--- src/rtl/pll_seq_pkg.sv ---
package pll_seq_pkg;
  typedef enum logic [2:0] {
    ST_IDLE,
    ST_SLOW,
    ST_PROG,
    ST_SETTLE,
    ST_LOCK
  } seq_st_e;

  localparam logic MODE_SLOW   = 1'b0;
  localparam logic MODE_NORMAL = 1'b1;
endpackage

--- src/rtl/pll_cfg_check.sv ---
module pll_cfg_check #(
  parameter int unsigned NR_W        = 6,
  parameter int unsigned NF_W        = 13,
  parameter int unsigned NO_W        = 4,
  parameter int unsigned REF_KHZ     = 24000,
  parameter int unsigned VCO_MIN_KHZ = 440000,
  parameter int unsigned VCO_MAX_KHZ = 2200000,
  parameter int unsigned OUT_MIN_KHZ = 27500,
  parameter int unsigned OUT_MAX_KHZ = 2200000
) (
  input  logic [NR_W-1:0] nr_i,
  input  logic [NF_W-1:0] nf_i,
  input  logic [NO_W-1:0] no_i,
  output logic            legal_o
);
  logic [63:0] f_ref;
  logic [63:0] nr_x;
  logic [63:0] nrno_x;
  logic        div_ok, vco_ok, out_ok;

  always_comb begin
    f_ref  = 64'(REF_KHZ) * 64'(nf_i);
    nr_x   = 64'(nr_i);
    nrno_x = 64'(nr_i) * 64'(no_i);
    div_ok = (nr_i != '0) && (nf_i >= NF_W'(2)) &&
             ((no_i == NO_W'(1)) || ((no_i != '0) && !no_i[0]));
    // compare cross-multiplied to avoid dividers
    vco_ok = (f_ref >= 64'(VCO_MIN_KHZ) * nr_x) &&
             (f_ref <= 64'(VCO_MAX_KHZ) * nr_x);
    out_ok = (f_ref >= 64'(OUT_MIN_KHZ) * nrno_x) &&
             (f_ref <= 64'(OUT_MAX_KHZ) * nrno_x);
    legal_o = div_ok && vco_ok && out_ok;
  end
endmodule

--- src/rtl/pll_seq_timer.sv ---
module pll_seq_timer #(
  parameter int unsigned CNT_W = 8
) (
  input  logic             clk_i,
  input  logic             rst_ni,
  input  logic             load_i,
  input  logic [CNT_W-1:0] load_val_i,
  output logic             zero_o
);
  logic [CNT_W-1:0] cnt_q;

  always_ff @(posedge clk_i or negedge rst_ni) begin
    if (!rst_ni)            cnt_q <= '0;
    else if (load_i)        cnt_q <= load_val_i;
    else if (cnt_q != '0)   cnt_q <= cnt_q - CNT_W'(1);
  end

  assign zero_o = (cnt_q == '0);
endmodule

--- src/rtl/pll_field_regs.sv ---
module pll_field_regs #(
  parameter int unsigned NR_W = 6,
  parameter int unsigned NF_W = 13,
  parameter int unsigned NO_W = 4,
  parameter int unsigned BW_W = 12
) (
  input  logic            clk_i,
  input  logic            rst_ni,
  input  logic            wr_i,
  input  logic [NR_W-1:0] nr_i,
  input  logic [NF_W-1:0] nf_i,
  input  logic [NO_W-1:0] no_i,
  output logic [NR_W-1:0] nr_code_o,
  output logic [NF_W-1:0] nf_code_o,
  output logic [NO_W-1:0] no_code_o,
  output logic [BW_W-1:0] bw_code_o
);
  logic [NF_W-1:0] half_nf;
  assign half_nf = nf_i >> 1;

  always_ff @(posedge clk_i or negedge rst_ni) begin
    if (!rst_ni) begin
      nr_code_o <= '0;
      nf_code_o <= '0;
      no_code_o <= '0;
      bw_code_o <= '0;
    end else if (wr_i) begin
      nr_code_o <= nr_i - NR_W'(1);
      nf_code_o <= nf_i - NF_W'(1);
      no_code_o <= no_i - NO_W'(1);
      bw_code_o <= BW_W'(half_nf - NF_W'(1));
    end
  end
endmodule

--- src/rtl/pll_retune_seq.sv ---
module pll_retune_seq
  import pll_seq_pkg::*;
#(
  parameter int unsigned NR_W        = 6,
  parameter int unsigned NF_W        = 13,
  parameter int unsigned NO_W        = 4,
  parameter int unsigned BW_W        = 12,
  parameter int unsigned REF_MHZ     = 24,
  parameter int unsigned SETTLE_US   = 10,
  parameter int unsigned LOCK_TMO    = 4096,
  parameter int unsigned VCO_MIN_KHZ = 440000,
  parameter int unsigned VCO_MAX_KHZ = 2200000,
  parameter int unsigned OUT_MIN_KHZ = 27500,
  parameter int unsigned OUT_MAX_KHZ = 2200000
) (
  input  logic            clk_i,
  input  logic            rst_ni,
  input  logic            start_i,
  input  logic [NR_W-1:0] nr_i,
  input  logic [NF_W-1:0] nf_i,
  input  logic [NO_W-1:0] no_i,
  input  logic            lock_i,
  output logic            pll_rst_o,
  output logic            pll_mode_o,
  output logic [NR_W-1:0] pll_nr_o,
  output logic [NF_W-1:0] pll_nf_o,
  output logic [NO_W-1:0] pll_no_o,
  output logic [BW_W-1:0] pll_bw_o,
  output logic            busy_o,
  output logic            done_o,
  output logic            err_o
);
  localparam int unsigned REF_KHZ    = REF_MHZ * 1000;
  localparam int unsigned SETTLE_CYC = REF_MHZ * SETTLE_US;
  localparam int unsigned MAX_CYC    = (SETTLE_CYC > LOCK_TMO) ? SETTLE_CYC : LOCK_TMO;
  localparam int unsigned CNT_W      = $clog2(MAX_CYC + 1);

  seq_st_e         st_q;
  logic            legal;
  logic            tmr_load, tmr_zero;
  logic [CNT_W-1:0] tmr_val;
  logic [NR_W-1:0] nr_q;
  logic [NF_W-1:0] nf_q;
  logic [NO_W-1:0] no_q;
  logic            mode_q, rst_q, busy_q, done_q, err_q;

  pll_cfg_check #(
    .NR_W(NR_W), .NF_W(NF_W), .NO_W(NO_W), .REF_KHZ(REF_KHZ),
    .VCO_MIN_KHZ(VCO_MIN_KHZ), .VCO_MAX_KHZ(VCO_MAX_KHZ),
    .OUT_MIN_KHZ(OUT_MIN_KHZ), .OUT_MAX_KHZ(OUT_MAX_KHZ)
  ) u_check (
    .nr_i(nr_i), .nf_i(nf_i), .no_i(no_i), .legal_o(legal)
  );

  // one timer serves both settle and lock windows
  always_comb begin
    tmr_load = 1'b0;
    tmr_val  = '0;
    if (st_q == ST_PROG) begin
      tmr_load = 1'b1;
      tmr_val  = CNT_W'(SETTLE_CYC - 1);
    end else if (st_q == ST_SETTLE && tmr_zero) begin
      tmr_load = 1'b1;
      tmr_val  = CNT_W'(LOCK_TMO - 1);
    end
  end

  pll_seq_timer #(.CNT_W(CNT_W)) u_timer (
    .clk_i(clk_i), .rst_ni(rst_ni), .load_i(tmr_load),
    .load_val_i(tmr_val), .zero_o(tmr_zero)
  );

  pll_field_regs #(
    .NR_W(NR_W), .NF_W(NF_W), .NO_W(NO_W), .BW_W(BW_W)
  ) u_fields (
    .clk_i(clk_i), .rst_ni(rst_ni), .wr_i(st_q == ST_PROG),
    .nr_i(nr_q), .nf_i(nf_q), .no_i(no_q),
    .nr_code_o(pll_nr_o), .nf_code_o(pll_nf_o),
    .no_code_o(pll_no_o), .bw_code_o(pll_bw_o)
  );

  always_ff @(posedge clk_i or negedge rst_ni) begin
    if (!rst_ni) begin
      st_q   <= ST_IDLE;
      mode_q <= MODE_SLOW;
      rst_q  <= 1'b0;
      busy_q <= 1'b0;
      done_q <= 1'b0;
      err_q  <= 1'b0;
      nr_q   <= '0;
      nf_q   <= '0;
      no_q   <= '0;
    end else begin
      done_q <= 1'b0;
      err_q  <= 1'b0;
      unique case (st_q)
        ST_IDLE: if (start_i) begin
          if (legal) begin
            nr_q   <= nr_i;
            nf_q   <= nf_i;
            no_q   <= no_i;
            busy_q <= 1'b1;
            mode_q <= MODE_SLOW;
            st_q   <= ST_SLOW;
          end else begin
            err_q <= 1'b1;
          end
        end
        ST_SLOW: begin
          rst_q <= 1'b1;
          st_q  <= ST_PROG;
        end
        ST_PROG: st_q <= ST_SETTLE;
        ST_SETTLE: if (tmr_zero) begin
          rst_q <= 1'b0;
          st_q  <= ST_LOCK;
        end
        ST_LOCK: begin
          if (lock_i) begin
            mode_q <= MODE_NORMAL;
            done_q <= 1'b1;
            busy_q <= 1'b0;
            st_q   <= ST_IDLE;
          end else if (tmr_zero) begin
            err_q  <= 1'b1;
            busy_q <= 1'b0;
            st_q   <= ST_IDLE;
          end
        end
        default: st_q <= ST_IDLE;
      endcase
    end
  end

  assign pll_rst_o  = rst_q;
  assign pll_mode_o = mode_q;
  assign busy_o     = busy_q;
  assign done_o     = done_q;
  assign err_o      = err_q;
endmodule

--- config.mk ---
export PLATFORM = sky130hd
export DESIGN_NAME = pll_retune_seq
export DESIGN_NICKNAME = d
export VERILOG_FILES = /design/src/rtl/pll_seq_pkg.sv /design/src/rtl/pll_cfg_check.sv /design/src/rtl/pll_seq_timer.sv /design/src/rtl/pll_field_regs.sv /design/src/rtl/pll_retune_seq.sv
export SDC_FILE = /design/constraint.sdc
export NUM_CORES = 1
export LEC_CHECK = 0
export ABC_AREA = 1
export BUFFER_PORTS_ARGS = -buffer_cell sky130_fd_sc_hd__buf_2
export CAP_MARGIN = 20
export CORE_UTILIZATION = 60
export DETAILED_ROUTE_END_ITERATION = 8
export HOLD_SLACK_MARGIN = 0.05
export PLACE_DENSITY = 0.78
export SYNTH_ARGS = -nofsm -noshare
export SYNTH_HDL_FRONTEND = slang
export SYNTH_SLANG_ARGS = --single-unit
--- constraint.sdc ---
create_clock -name clk_i -period 2.1 [get_ports clk_i]
set_clock_uncertainty 0.1 [all_clocks]
set_input_delay 0.42 -clock clk_i [delete_from_list [all_inputs] [get_ports clk_i]]
set_output_delay 0.42 -clock clk_i [all_outputs]
set_load 0.005 [all_outputs]
==> metrics <==
YS warnings=0; setup slack, reg-to-reg=-0.28 ns; data arrival time of the critical path=8.39 ns; Area growth, synth to finish=31.23%; Die Y=169.6 um; max-slew violations=0; Syn Nets=2676; Async SR Flop Fraction=between 90% and 100%; cts bufs inserted=9; Crit Path Category=input pin to register; Mapped Area=16840 um2; gpl congestion=around 1.0; via count=16140; mux cell area share after synthesis=0%; f_max=120.8 MHz; reg-to-reg startpoint=u_timer.cnt_q[0]$_DFFE_PN0P_; relative slew slack=44.81%; Crit path largest cell delay=0.61 ns; Die Wd=169.6 um; drt total wl=just over 50000 um; H-tree levels=3; largest family of logic cells by synthesized area=adder cells; Util after Layout=around four fifths; top sig layer=met4; Compound-Gate Fraction of Synth Area=under 10%; metal2 WL=25830 um; # IOs=67; CP bufs+invs=8; DRC Markers=0; Placed Area=20980 um2; largest net degree at the start of global routing=55; Overflow after GRT=0; Core Area=27250 um2; number of clock sinks=79; Hold Path End=pll_mode_o$_DFFE_PN0P_; first-pass GRT wire length=about 80000 um; critical path peak fanout=8; Required @ worst endpoint=2.22 ns; WL met3=roughly 2500 um; #FFs+latches synth=79; Setup Viol. Count Final=27; Worst Tran Pin Value=0.8250 ns; Pre-antenna DRT Iters=8; IO Port Bufs=66; Worst path slowest cell=fa_2; crit share post-route=394.1%; unrepaired setup endpoints after global routing=true; post-route setup slack=-6.176 ns; Post-DRT Antenna Nets=0; XOR/XNOR Fraction of Synth Area=5.823%; Initial Util=61.81%; DRT met1 WL=between 20000 and 25000 um; max-cap violations=0; number of synthesized flops with an enable pin=0; Crit. End Element=register; final hold vios=0; clk buf depth=2; distinct cell type count after synthesis=47; dpl hpwl=41020 um; CTS tree=built; Syn Inst Count=2118; # diodes=0; row cnt=60; main flop type after synthesis=dfrtp_1; vias in the first global route=16801; simple logic cell fraction of the synthesized area=15.77%; Tmin final=8.276 ns; Clk pin slew, worst setup/hold paths=0.05 ns; hold path startpoint=lock_i; Syn Area/Cell=7.953 um2; share of layout cells above drive strength 1=26.54%; initial antenna violation count=0; hold depth=3; clk_lat worst skew=0.33 ns; Hold Path Class=input pin to register; post-synthesis sequential area ratio=approximately an eighth; outcome=finished with violations; final instance area=22110 um2; crit-path leading delay family=adder cells; die area=28750 um2; post-DR wirelength/cell=16.90 um; Synth Area in Adders=46.17%; drt via density=~5.4; Nets=approximately 3200; GRT Util Overall=34.97%; final hold slack=roughly 0.28 ns; Reg2Reg Depth=12; reg-to-reg critical path endpoint=st_q[0]$_DFFE_PN0P_; CTS root buffer=clkbuf_16; type of origin of the critical path=input pin; failing checks=setup timing; initial drt markers=1073
[area by class of cell]
| class | instances | area [um2] |
|---|---|---|
| inverters | 475 | 1785 |
| well taps | 372 | 465.4 |
| repair buffers | 502 | 3826 |
| clock inverters | 2 | 12.51 |
| flip-flops and latches | 79 | 1977 |
| multi-input cells | 1551 | 13810 |
| clock buffers | 10 | 229.0 |
| fillers | 1737 | 5145 |
[cells in the mapped netlist (2+ instances only)]
cell	number	share of area, %
fa_1	151	18
nand3b_1	3	0.13
nor4_1	6	0.22
buf_8	2	0.18
o211ai_1	5	0.22
nand2_1	381	8.5
a31o_2	2	0.10
nor3_1	21	0.62
dfrtp_1	79	12
xor2_1	61	3.2
a21boi_0	2	0.089
o21a_1	3	0.13
inv_2	3	0.067
o21ai_2	23	1.2
o21bai_1	11	0.49
a21oi_1	110	3.3
nand2_2	23	0.85
nand4_1	17	0.63
nor2_1	118	2.6
or2_2	5	0.19
o21ai_1	5	0.15
nand3_1	60	1.8
xnor2_1	51	2.7
a211oi_1	5	0.22
nor2_2	2	0.074
ha_1	380	28
a21o_1	7	0.31
buf_6	2	0.13
o2111ai_1	2	0.10
o21ai_0	72	2.1
o31ai_1	4	0.18
a31oi_1	11	0.41
clkbuf_1	7	0.16
inv_1	471	10
[how the worst max path moves through the flow]
stage	from	end	slack, ns	cells after the start
2_1_floorplan	nr_i[2]	nf_q[0]$_DFFE_PN0P_	-5.60	41
3_3_place_gp	nr_i[2]	nf_q[10]$_DFFE_PN0P_	-6.15	41
3_5_place_dp	no_i[1]	nf_q[10]$_DFFE_PN0P_	-6.31	40
4_1_cts	nr_i[2]	nr_q[0]$_DFFE_PN0P_	-5.87	42
5_1_grt	no_i[2]	nf_q[12]$_DFFE_PN0P_	-6.46	42
6_report	nr_i[1]	nf_q[12]$_DFFE_PN0P_	-6.18	42
[per-layer routing]
layer | track usage (%) | up-vias
li1 | - | 7735
met4 | 13.44 | 0
met3 | 3.615 | 146
met5 | 0 | -
met1 | 41.22 | 7731
met2 | 64.97 | 528
[worst register-to-register path: cells and delay by family (launching register included)]
kind                       cells  cell delay [ns]
AOI/OAI and AO/OA              1             0.17
and+or+nand+nor                8             1.27
DFF                            1             0.35
buffers and inverters          2             0.22
adders and majority gates      1             0.22
[kinds of logic after synthesis]
| kind of cell | count (synthesis) |
|---|---|
| simple gates | 639 |
| fa+ha+maj | 531 |
| buf+inv | 488 |
| compound gates | 269 |
| xor+xnor | 112 |
| flops | 79 |
[stage by stage]
stage | setup TNS (ns) | std cells | worst slack (ns)
floorplan | -150.31 | 2118 | -5.604
global placement | -165.04 | 2951 | -6.154
detailed placement | -168.97 | 2951 | -6.308
CTS | -157.29 | 2977 | -5.870
global route | -173.49 | 2991 | -6.463
finish | -165.40 | 2991 | -6.176
[state kept, by name, summed over array words and instances (netlist names)]
register and cells:
busy_o 1, done_o 1, err_o 1, nf_q 13, no_q 4, nr_q 6
pll_mode_o 1, pll_rst_o 1, st_q 3, u_fields.bw_code_o 12, u_fields.nf_code_o 13, u_fields.no_code_o 4
u_fields.nr_code_o 6, u_timer.cnt_q 13
[cell usage in the layout (no fill, tap or decap), types with 9 or more instances in the layout]
master / count
ha_4: 13
xnor2_1: 45
a21oi_2: 9
nand2_2: 32
ha_1: 364
o21ai_2: 29
inv_1: 453
buf_4: 421
fa_1: 148
nor3_1: 19
buf_2: 60
inv_2: 20
nand4_1: 17
xor2_1: 57
o21ai_0: 64
o21bai_1: 10
a31oi_1: 9
nor2_1: 111
nand2_1: 350
a21oi_1: 98
nand2_4: 21
dfrtp_1: 79
clkbuf_16: 10
nand3_1: 55
[what timing repair did]
| item | CTS | global route |
|---|---|---|
| hold endpoints to repair | 25 | 0 |
| endpoints found under the setup margin | 27 | 37 |
| gates resized for setup | 58 | 87 |
| buffers inserted | 10 | 15 |
| cloned | 3 | 1 |
| hold buffers | 1 | 0 |
| pin swaps | 9 | 67 |
Power is left out: the tool's default activity adds up to more than one toggle a clock period on the data nets, which glitch-free logic cannot reach.
